### config.mk
export PLATFORM = sky130hd
export DESIGN_NAME = syncDivChain
export DESIGN_NICKNAME = d
export VERILOG_FILES = /design/src/rtl/syncDivChain_pkg.sv /design/src/rtl/syncDivChain_ctrl.sv /design/src/rtl/syncDivChain_dp.sv /design/src/rtl/syncDivChain.sv
export SDC_FILE = /design/constraint.sdc
export NUM_CORES = 1
export LEC_CHECK = 0
export ABC_AREA = 1
export BUFFER_PORTS_ARGS = -buffer_cell sky130_fd_sc_hd__clkbuf_2
export CORE_AREA = 2 2 39 41
export DETAILED_ROUTE_END_ITERATION = 12
export DIE_AREA = 0 0 41 43
export PLACE_DENSITY = 0.38
export SLEW_MARGIN = 40
export SYNTH_ARGS = -nofsm -noshare
export SYNTH_HDL_FRONTEND = slang
export SYNTH_SLANG_ARGS = --single-unit
### constraint.sdc
create_clock -name clkIn -period 1 [get_ports clkIn]
set_input_delay 0.2 -clock clkIn [delete_from_list [all_inputs] [get_ports clkIn]]
set_output_delay 0.2 -clock clkIn [all_outputs]
set_load 0.02 [all_outputs]
### src/rtl/syncDivChain_pkg.sv
package syncDivChain_pkg;
  // Strobes passed from the run-gating control into the divider datapath.
  typedef struct packed {
    logic advance;   // this rising edge advances the count
    logic armed;     // gating flop has seen a falling edge since reset
  } divStrobe_t;
endpackage

### src/rtl/syncDivChain_ctrl.sv
module syncDivChain_ctrl
  import syncDivChain_pkg::*;
(
  input  logic       clkIn,
  input  logic       masterRst,
  input  logic       runEn,
  output divStrobe_t strobe
);
  logic runCapt;
  logic armedQ;

  // Capture on the falling edge so that gating changes only while the clock is low.
  always_ff @(negedge clkIn or posedge masterRst) begin
    if (masterRst) begin
      runCapt <= 1'b0;
      armedQ  <= 1'b0;
    end else begin
      runCapt <= runEn;
      armedQ  <= 1'b1;
    end
  end

  always_comb begin
    strobe.advance = runCapt;
    strobe.armed   = armedQ;
  end

  // The count can only advance after a falling edge has been seen since reset.
  always @(posedge clkIn) begin
    if (!masterRst && !armedQ)
      AST_NO_ADVANCE_UNARMED: assert (!runCapt);
  end
endmodule

### src/rtl/syncDivChain_dp.sv
module syncDivChain_dp
  import syncDivChain_pkg::*;
#(
  parameter int STAGES = 3
) (
  input  logic              clkIn,
  input  logic              masterRst,
  input  divStrobe_t        strobe,
  output logic [STAGES-1:0] divOut
);
  localparam int CARRY_W = STAGES + 1;

  logic [STAGES-1:0]  stageQ;
  logic [CARRY_W-1:0] carry;

  assign carry[0] = strobe.advance;

  generate
    for (genvar k = 0; k < STAGES; k++) begin : g_stage
      assign carry[k+1] = carry[k] & stageQ[k];
      always_ff @(posedge clkIn or posedge masterRst) begin
        if (masterRst)
          stageQ[k] <= 1'b0;
        else if (carry[k])
          stageQ[k] <= ~stageQ[k];
      end
    end
  endgenerate

  assign divOut = stageQ;

  always @(negedge clkIn) begin
    if (masterRst)
      AST_RESET_CLEARS: assert (divOut == '0);
  end

  AST_FREEZE_WHEN_IDLE: assert property (@(posedge clkIn) disable iff (masterRst)
    !strobe.advance |=> $stable(divOut));

  AST_STEP_BY_ONE: assert property (@(posedge clkIn) disable iff (masterRst)
    strobe.advance |=> divOut == STAGES'($past(divOut) + 1'b1));

  AST_WRAP_ALL_FALL: assert property (@(posedge clkIn) disable iff (masterRst)
    (strobe.advance && (&divOut)) |=> divOut == '0);
endmodule

### src/rtl/syncDivChain.sv
module syncDivChain
  import syncDivChain_pkg::*;
#(
  parameter int STAGES = 3
) (
  input  logic              clkIn,
  input  logic              masterRst,
  input  logic              runEn,
  output logic [STAGES-1:0] divOut
);
  divStrobe_t strobe;

  syncDivChain_ctrl u_ctrl (
    .clkIn     (clkIn),
    .masterRst (masterRst),
    .runEn     (runEn),
    .strobe    (strobe)
  );

  syncDivChain_dp #(.STAGES(STAGES)) u_dp (
    .clkIn     (clkIn),
    .masterRst (masterRst),
    .strobe    (strobe),
    .divOut    (divOut)
  );
endmodule

# Word-level counts from Yosys, hierarchy flattened
# Cells that the tools add are included.
# word_totals
register_bits,4
mem_bits_ro,0
latch_bits,0
in_bits,3
wordCells,9
ramBits,0
n_memories,0
# classes
n_mul,0
n_eq_ne,0
n_lt_le_gt_ge,0
addsub,0
shift,0
bitwise,5
n_mux,0
n_reduce_logical,0
div_mod_pow,0
# op_table
op,count
$not A1 Y1,3
$and A1 B1 Y1,2

# Depth between registers and ports, before layout
# Gate-level depths: netlist of run 1.
# depth
ltp_word,2
mapped_depth,4
ltp_nobuf,4

# Cells and area by module
# From an unflattened synthesis of run 1, not the netlist that was laid out.
# hier_totals
cells_unflattened,20
area_unflattened_um2,200.2
# modules_own_cells
module,area_each_um2,cells_each,seq_area_each_um2,instances
syncDivChain_dp,127.6,14,75.1,1
syncDivChain_ctrl,72.6,6,50.0,1

==> results of run 1 <==
[cells in the mapped netlist]
library cell / count / area share [%]
inv_1: 3 / 7.1
nand2_1: 5 / 12
dfrtn_1: 1 / 16
nor2_1: 2 / 4.7
nand3_1: 1 / 3.1
inv_2: 1 / 2.4
nand4_1: 1 / 3.9
dfrtp_1: 3 / 47
nand2_2: 1 / 3.9
[registers in the layout (all words and copies together) (netlist names)]
name / count
u_dp.divOut: 3
u_ctrl.runCapt: 1
[cell families after synthesis]
| family | Yosys count | synth area share [%] |
|---|---|---|
| buf+inv | 4 | 9.446 |
| flops | 4 | 62.99 |
| simple gates | 10 | 27.56 |
[final cells by class]
class                   instances  area, um^2  area share [%]
inverters                       4       15.01           5.479
flip-flops and latches          4       100.1           36.53
clock buffers                   4       26.28           9.589
well taps                      16       20.02           7.306
repair buffers                  9       68.82           25.11
multi-input cells              10       43.79           15.98
[layer usage]
| metal | up-vias | part of all wire, % | GRT usage, % |
|---|---|---|---|
| li1 | 80 | - | - |
| met1 | 66 | 53 | 5.537 |
| met2 | 6 | 34 | 4.688 |
| met3 | 2 | 10 | 6.283 |
| met4 | 0 | 2.5 | 6.000 |
| met5 | - | 0 | 0 |
[metrics by stage]
| stage | std cells | hold slack, ps | total power (uW) | setup TNS (ps) | instance area (um^2) |
|---|---|---|---|---|---|
| 6_report | 47 | 380.2 | 712.6 | -763.5 | 274.0 |
| 5_1_grt | 47 | 406.0 | 775.0 | -900.0 | 274.0 |
| 4_1_cts | 46 | 371.9 | 681.4 | -752.7 | 257.7 |
| 3_5_place_dp | 39 | 74.62 | 411.9 | -744.7 | 203.9 |
| 3_3_place_gp | 39 | 63.57 | 404.1 | -681.4 | 203.9 |
| 2_1_floorplan | 18 | -33.94 | 352.7 | -661.5 | 158.9 |
[final timing paths]
path,startpoint,slack (ps),depth (start not counted),end
max in group asynchronous,masterRst,50,3,u_ctrl.runCapt
worst min-delay path,masterRst,380,3,u_dp.divOut[0]
worst max register to register,u_ctrl.runCapt,-270,3,u_dp.divOut[2]
min in group clkIn,runEn,450,1,u_ctrl.runCapt
worst max-delay path,u_ctrl.runCapt,-270,3,u_dp.divOut[2]
worst min register to register,u_dp.divOut[2],500,2,u_dp.divOut[2]
[power groups by stage]
| stage | clock network (uW) | registers [uW] | logic [uW] |
|---|---|---|---|
| finish | 214 | 236 | 263 |
| CTS | 229 | 235 | 218 |
| global route | 241 | 240 | 294 |
| detailed placement | 0 | 251 | 161 |
| floorplan | 0 | 296 | 56.6 |
| global placement | 0 | 247 | 157 |
[worst register-to-register path: cells and delay by family, from the launching register on]
family / cells / cell delay [ps]
DFF: 1 / 460
and+or+nand+nor: 3 / 200
[repair_timing]
item | 4_1_cts | 5_1_grt
pin swaps | 2 | 0
setup endpoints to repair | 5 | 5
resized for setup | 1 | 5
endpoints found under the hold margin | 3 | 0
hold buffers | 1 | 0
buffers inserted | 2 | 1
==> metrics.yaml, run 1 <==
fin_worst_skew_ps: 14.56
relSlewSlack_pct: 89.41
p_sw_uw: 225.3
cts_buffer_depth: 2
rows: 14
drtAntennaViolNets: 0
cp_cell_sequence: "nand3_1 > nand2_1 > nand2_1"
violations: "negative setup slack"
antenna_found_initial: 0
setup_slack_ps: -266.2
rsz0062_at_grt: "true"
cp.arrival_ps: 1390
slowest_stage: "dfrtn_1"
grt_pass1_wl_um: 531
via_count: 154
hold_class: "input pin to async pin"
nets: 35
grt_pass1_vias: 137
pwr-share-seq_pct: 33.1
ys_ff_latch: 4
syn_area_um2: 158.9
track_usage_pct: 5.343
worstSkewPairLatency_ps: 240
port-buffer-count: 5
cap_violations: 0
dp.final_hpwl_um: 217.7
clk_pin_slew_ps: 40
cts_tree: "yes"
die_area_um2: 1763
cellInternalPower_uw: 487.3
root_buffer: "clkbuf_4"
critPathMaxStageDelay_ps: 460
die_y_um: 43
ys_seq_area_share_pct: 62.99
yosysUniqueCellTypes: 9
core_um2: 1384
worstPathMaxFanout: 4
startpoint_type: "flop"
postRouteWirelength_um: 320
cpMostUsedCell: "nand2_1"
required_ps: 1120
clkPwrFrac_pct: 30.0
post-place-ws_ps: -263.7
hold_viol: 0
fp.dieW_um: 41
worst_pin_slew_ps: 158.7
mostFrequentLayoutCell: "nand2_1"
syn_avg_cell_area_um2: 8.828
fin_util_pct: 19.80
syn_inst: 18
synthesis.nets: 21
diodes: 0
swShare_pct: 31.61
vias_per_cell: 3.277
p_comb_share_pct: 36.9
gp_congestion: 0.4898
drive_above_1_share_pct: 41.94
num-fill-cells: 161
cts_max_level: 1
grt_max_degree: 5
setup_violations: 3
drt_pass1_iterations: 2
first_iter_violations: 2
p_leak_uw: 0.0001491
clock_sinks: 4
ys_warn_count: 0
outcome: "finished, violations left"
slew_violations: 0
grt_overflow: 0
cp_num_buf_inv: 0
power_density_nw_per_um2: 2601
critPathKind: "flop to flop"
final_cell_mix: "nand2_1, clkbuf_4, buf_4"
drc: 0
peakVddDrop_mv: 0.5089
wl_per_cell_um: 6.809
crit_path_end_kind: "flop"
io_pins: 6
start_util_pct: 11.48
area_delta_synth_final_pct: 72.44
path_delay_family: "flip-flops"
cts_buffers: 3
Power figures use the tool's default switching activity.
==> run 2, diff against run 1 <==
==> constraint.sdc (replaced) <==
create_clock -name clkIn -period 1.3 [get_ports clkIn]
set_input_delay 0.26 -clock clkIn [delete_from_list [all_inputs] [get_ports clkIn]]
set_output_delay 0.26 -clock clkIn [all_outputs]
set_load 0.02 [all_outputs]
==> metrics.yaml, run 2 (synthesized netlist as in run 1, its figures left out) <==
crit_end: "u_dp.divOut[1]"
rows: 14  # unchanged
dr.max_layer_used: "met4"
setup_violations: 3  # unchanged
rrSetupSlack_ps: -130  # +140 ps
cp_num_buf_inv: 0  # unchanged
worstSetupPathDepth: 3  # unchanged
cap_violations: 0  # unchanged
crit_path_end_kind: "flop"
antenna_found_initial: 0  # unchanged
cpMostUsedCell: "nand2_1"
violations: "negative setup slack"
drtAntennaViolNets: 0  # unchanged
cp_cell_sequence: "nand2_2 > nand2_1 > nand2_1"
die_y_um: 43  # unchanged
dp_cells: 39  # unchanged
r2r-end: "u_dp.divOut[1]"
first_iter_violations: 2  # unchanged
wl_met3_um: 48  # +50%
final_cell_area_um2: 240.2  # -12%
hold_viol: 0  # unchanged
required_ps: 1420  # +300 ps
cp.arrival_ps: 1540  # +150 ps
cts_tree: "yes"
port-buffer-count: 5  # unchanged
via_count: 144  # -6.5%
post_cts_resized: 0  # -1
crit_start: "u_ctrl.runCapt"
relSlewSlack_pct: 88.00  # -1.4 points
clock_sinks: 4  # unchanged
cts_setup_buffers: 0  # -2
drt_pass1_iterations: 4  # +2
die_area_um2: 1763  # unchanged
power_density_nw_per_um2: 2029  # -22%
clk_pin_slew_ps: 50  # about the same
final_cell_mix: "nand2_1, clkbuf_2, inv_1, clkbuf_4, dfrtp_1"
cts_buffers: 3  # unchanged
worstSkewPairLatency_ps: 240  # about the same
worstPathMaxFanout: 4  # unchanged
cts_buffer_depth: 2  # unchanged
postPlaceCellArea_um2: 203.9  # unchanged
vias_per_cell: 3.273  # -0.12%
track_usage_pct: 5.146  # -0.20 points
critPathKind: "flop to flop"
rsz0062_at_grt: "true"
grt_overflow: 0  # unchanged
slowest_stage: "dfrtn_1"
drc: 0  # unchanged
grt_max_degree: 6  # +1
grt_pass1_vias: 138  # +0.73%
fin_worst_skew_ps: 14.55  # -0.005900 ps
hold_class: "input pin to async pin"
diodes: 0  # unchanged
reg2reg_depth: 3  # unchanged
area_delta_synth_final_pct: 51.18
met1Wirelength_um: 153  # -10%
postRouteWirelength_um: 329  # +2.8%
startpoint_type: "flop"
path_delay_family: "flip-flops"
drive_above_1_share_pct: 35.71  # -6.2 points
core_um2: 1384  # unchanged
largest_register_ff_count: 3  # unchanged
grt_pass1_wl_um: 524  # -1.3%
start_util_pct: 11.48  # unchanged
cts_max_level: 1  # unchanged
dr_wl_met2_um: 118  # +8.3%
fp.dieW_um: 41  # unchanged
instances_no_fill: 44  # -6.4%
fin_tns_setup_ps: -333.7  # +429.8 ps
setup_slack_ps: -125.3  # +140.9 ps
peakVddDrop_mv: 0.5979  # +17%
wl_per_cell_um: 7.477  # +9.8%
slew_violations: 0  # unchanged
dp.final_hpwl_um: 246.5  # +13%
critPathMaxStageDelay_ps: 460  # about the same
gp_congestion: 0.5386  # +10%
io_pins: 6  # unchanged
r2r_start: "u_ctrl.runCapt"
p_leak_uw: 0.0001315  # -12%
worst_pin_slew_ps: 180.0  # +21.35 ps
nets: 32  # -8.6%
outcome: "finished, violations left"
root_buffer: "clkbuf_4"
run 2: changes by cell type in the layout (fill, tap and decap cells not counted):
cell | before | now
buf_6 | 1 | 0
clkbuf_4 | 4 | 3
clkbuf_2 | 2 | 5
buf_4 | 4 | 0
run 2: how the worst min path moves through the flow:
stage / to / slack, ps / cells past startpoint
finish: u_dp.divOut[0] / 430 / 3
global route: u_dp.divOut[0] / 460 / 3
CTS: u_dp.divOut[2] / 430 / 3
detailed placement: u_dp.divOut[2] / 140 / 2
global placement: u_dp.divOut[2] / 120 / 2
floorplan: u_dp.divOut[0] / 30 / 1
run 2: tightest hold or removal path, delay by kind of cell:
kind / cells / cell delay, ps
buf+inv: 3 / 760
run 2: routing by layer:
metal  GRT usage (%)  vias up
met3           7.853        2
met5               0        -
met4           2.000        0
met1           5.556       60
met2           5.000        8
li1                -       74
run 2: per-stage QoR:
| step | setup slack (ps) | total power (uW) | hold WS [ps] | util (%) |
|---|---|---|---|---|
| finish | -125.3 | 487.5 | 430.2 | 17.36 |
| detailed placement | -121.5 | 319.2 | 135.3 | 14.74 |
| CTS | -126.2 | 503.3 | 425.9 | 17.36 |
| floorplan | -84.11 | 271.3 | 26.07 | - |
| global route | -187.4 | 534.5 | 462.2 | 17.36 |
| global placement | -92.31 | 311.2 | 123.3 | 14.74 |
run 2: layout make-up:
type	instances	area, um^2
clock buffer	4	26.28
multi-input combinational	10	43.79
fill	157	1144
tap	16	20.02
sequential	4	100.1
inverter	4	15.01
timing repair buffer	6	35.03
run 2: where the power goes:
group	leakage, uW	internal [uW]	total, uW	switching, uW
clock network	0.0000150	115	170	54.6
registers	0.0000474	158	191	33.2
logic	0.0000692	45.5	126	80.7
total	0.000131	319	488	168
run 2: what timing repair did:
action	CTS	global route
pin swaps	3	0
setup endpoints to repair	3	3
hold endpoints to repair	3	0
hold buffers	1	0
gates cloned	0	0
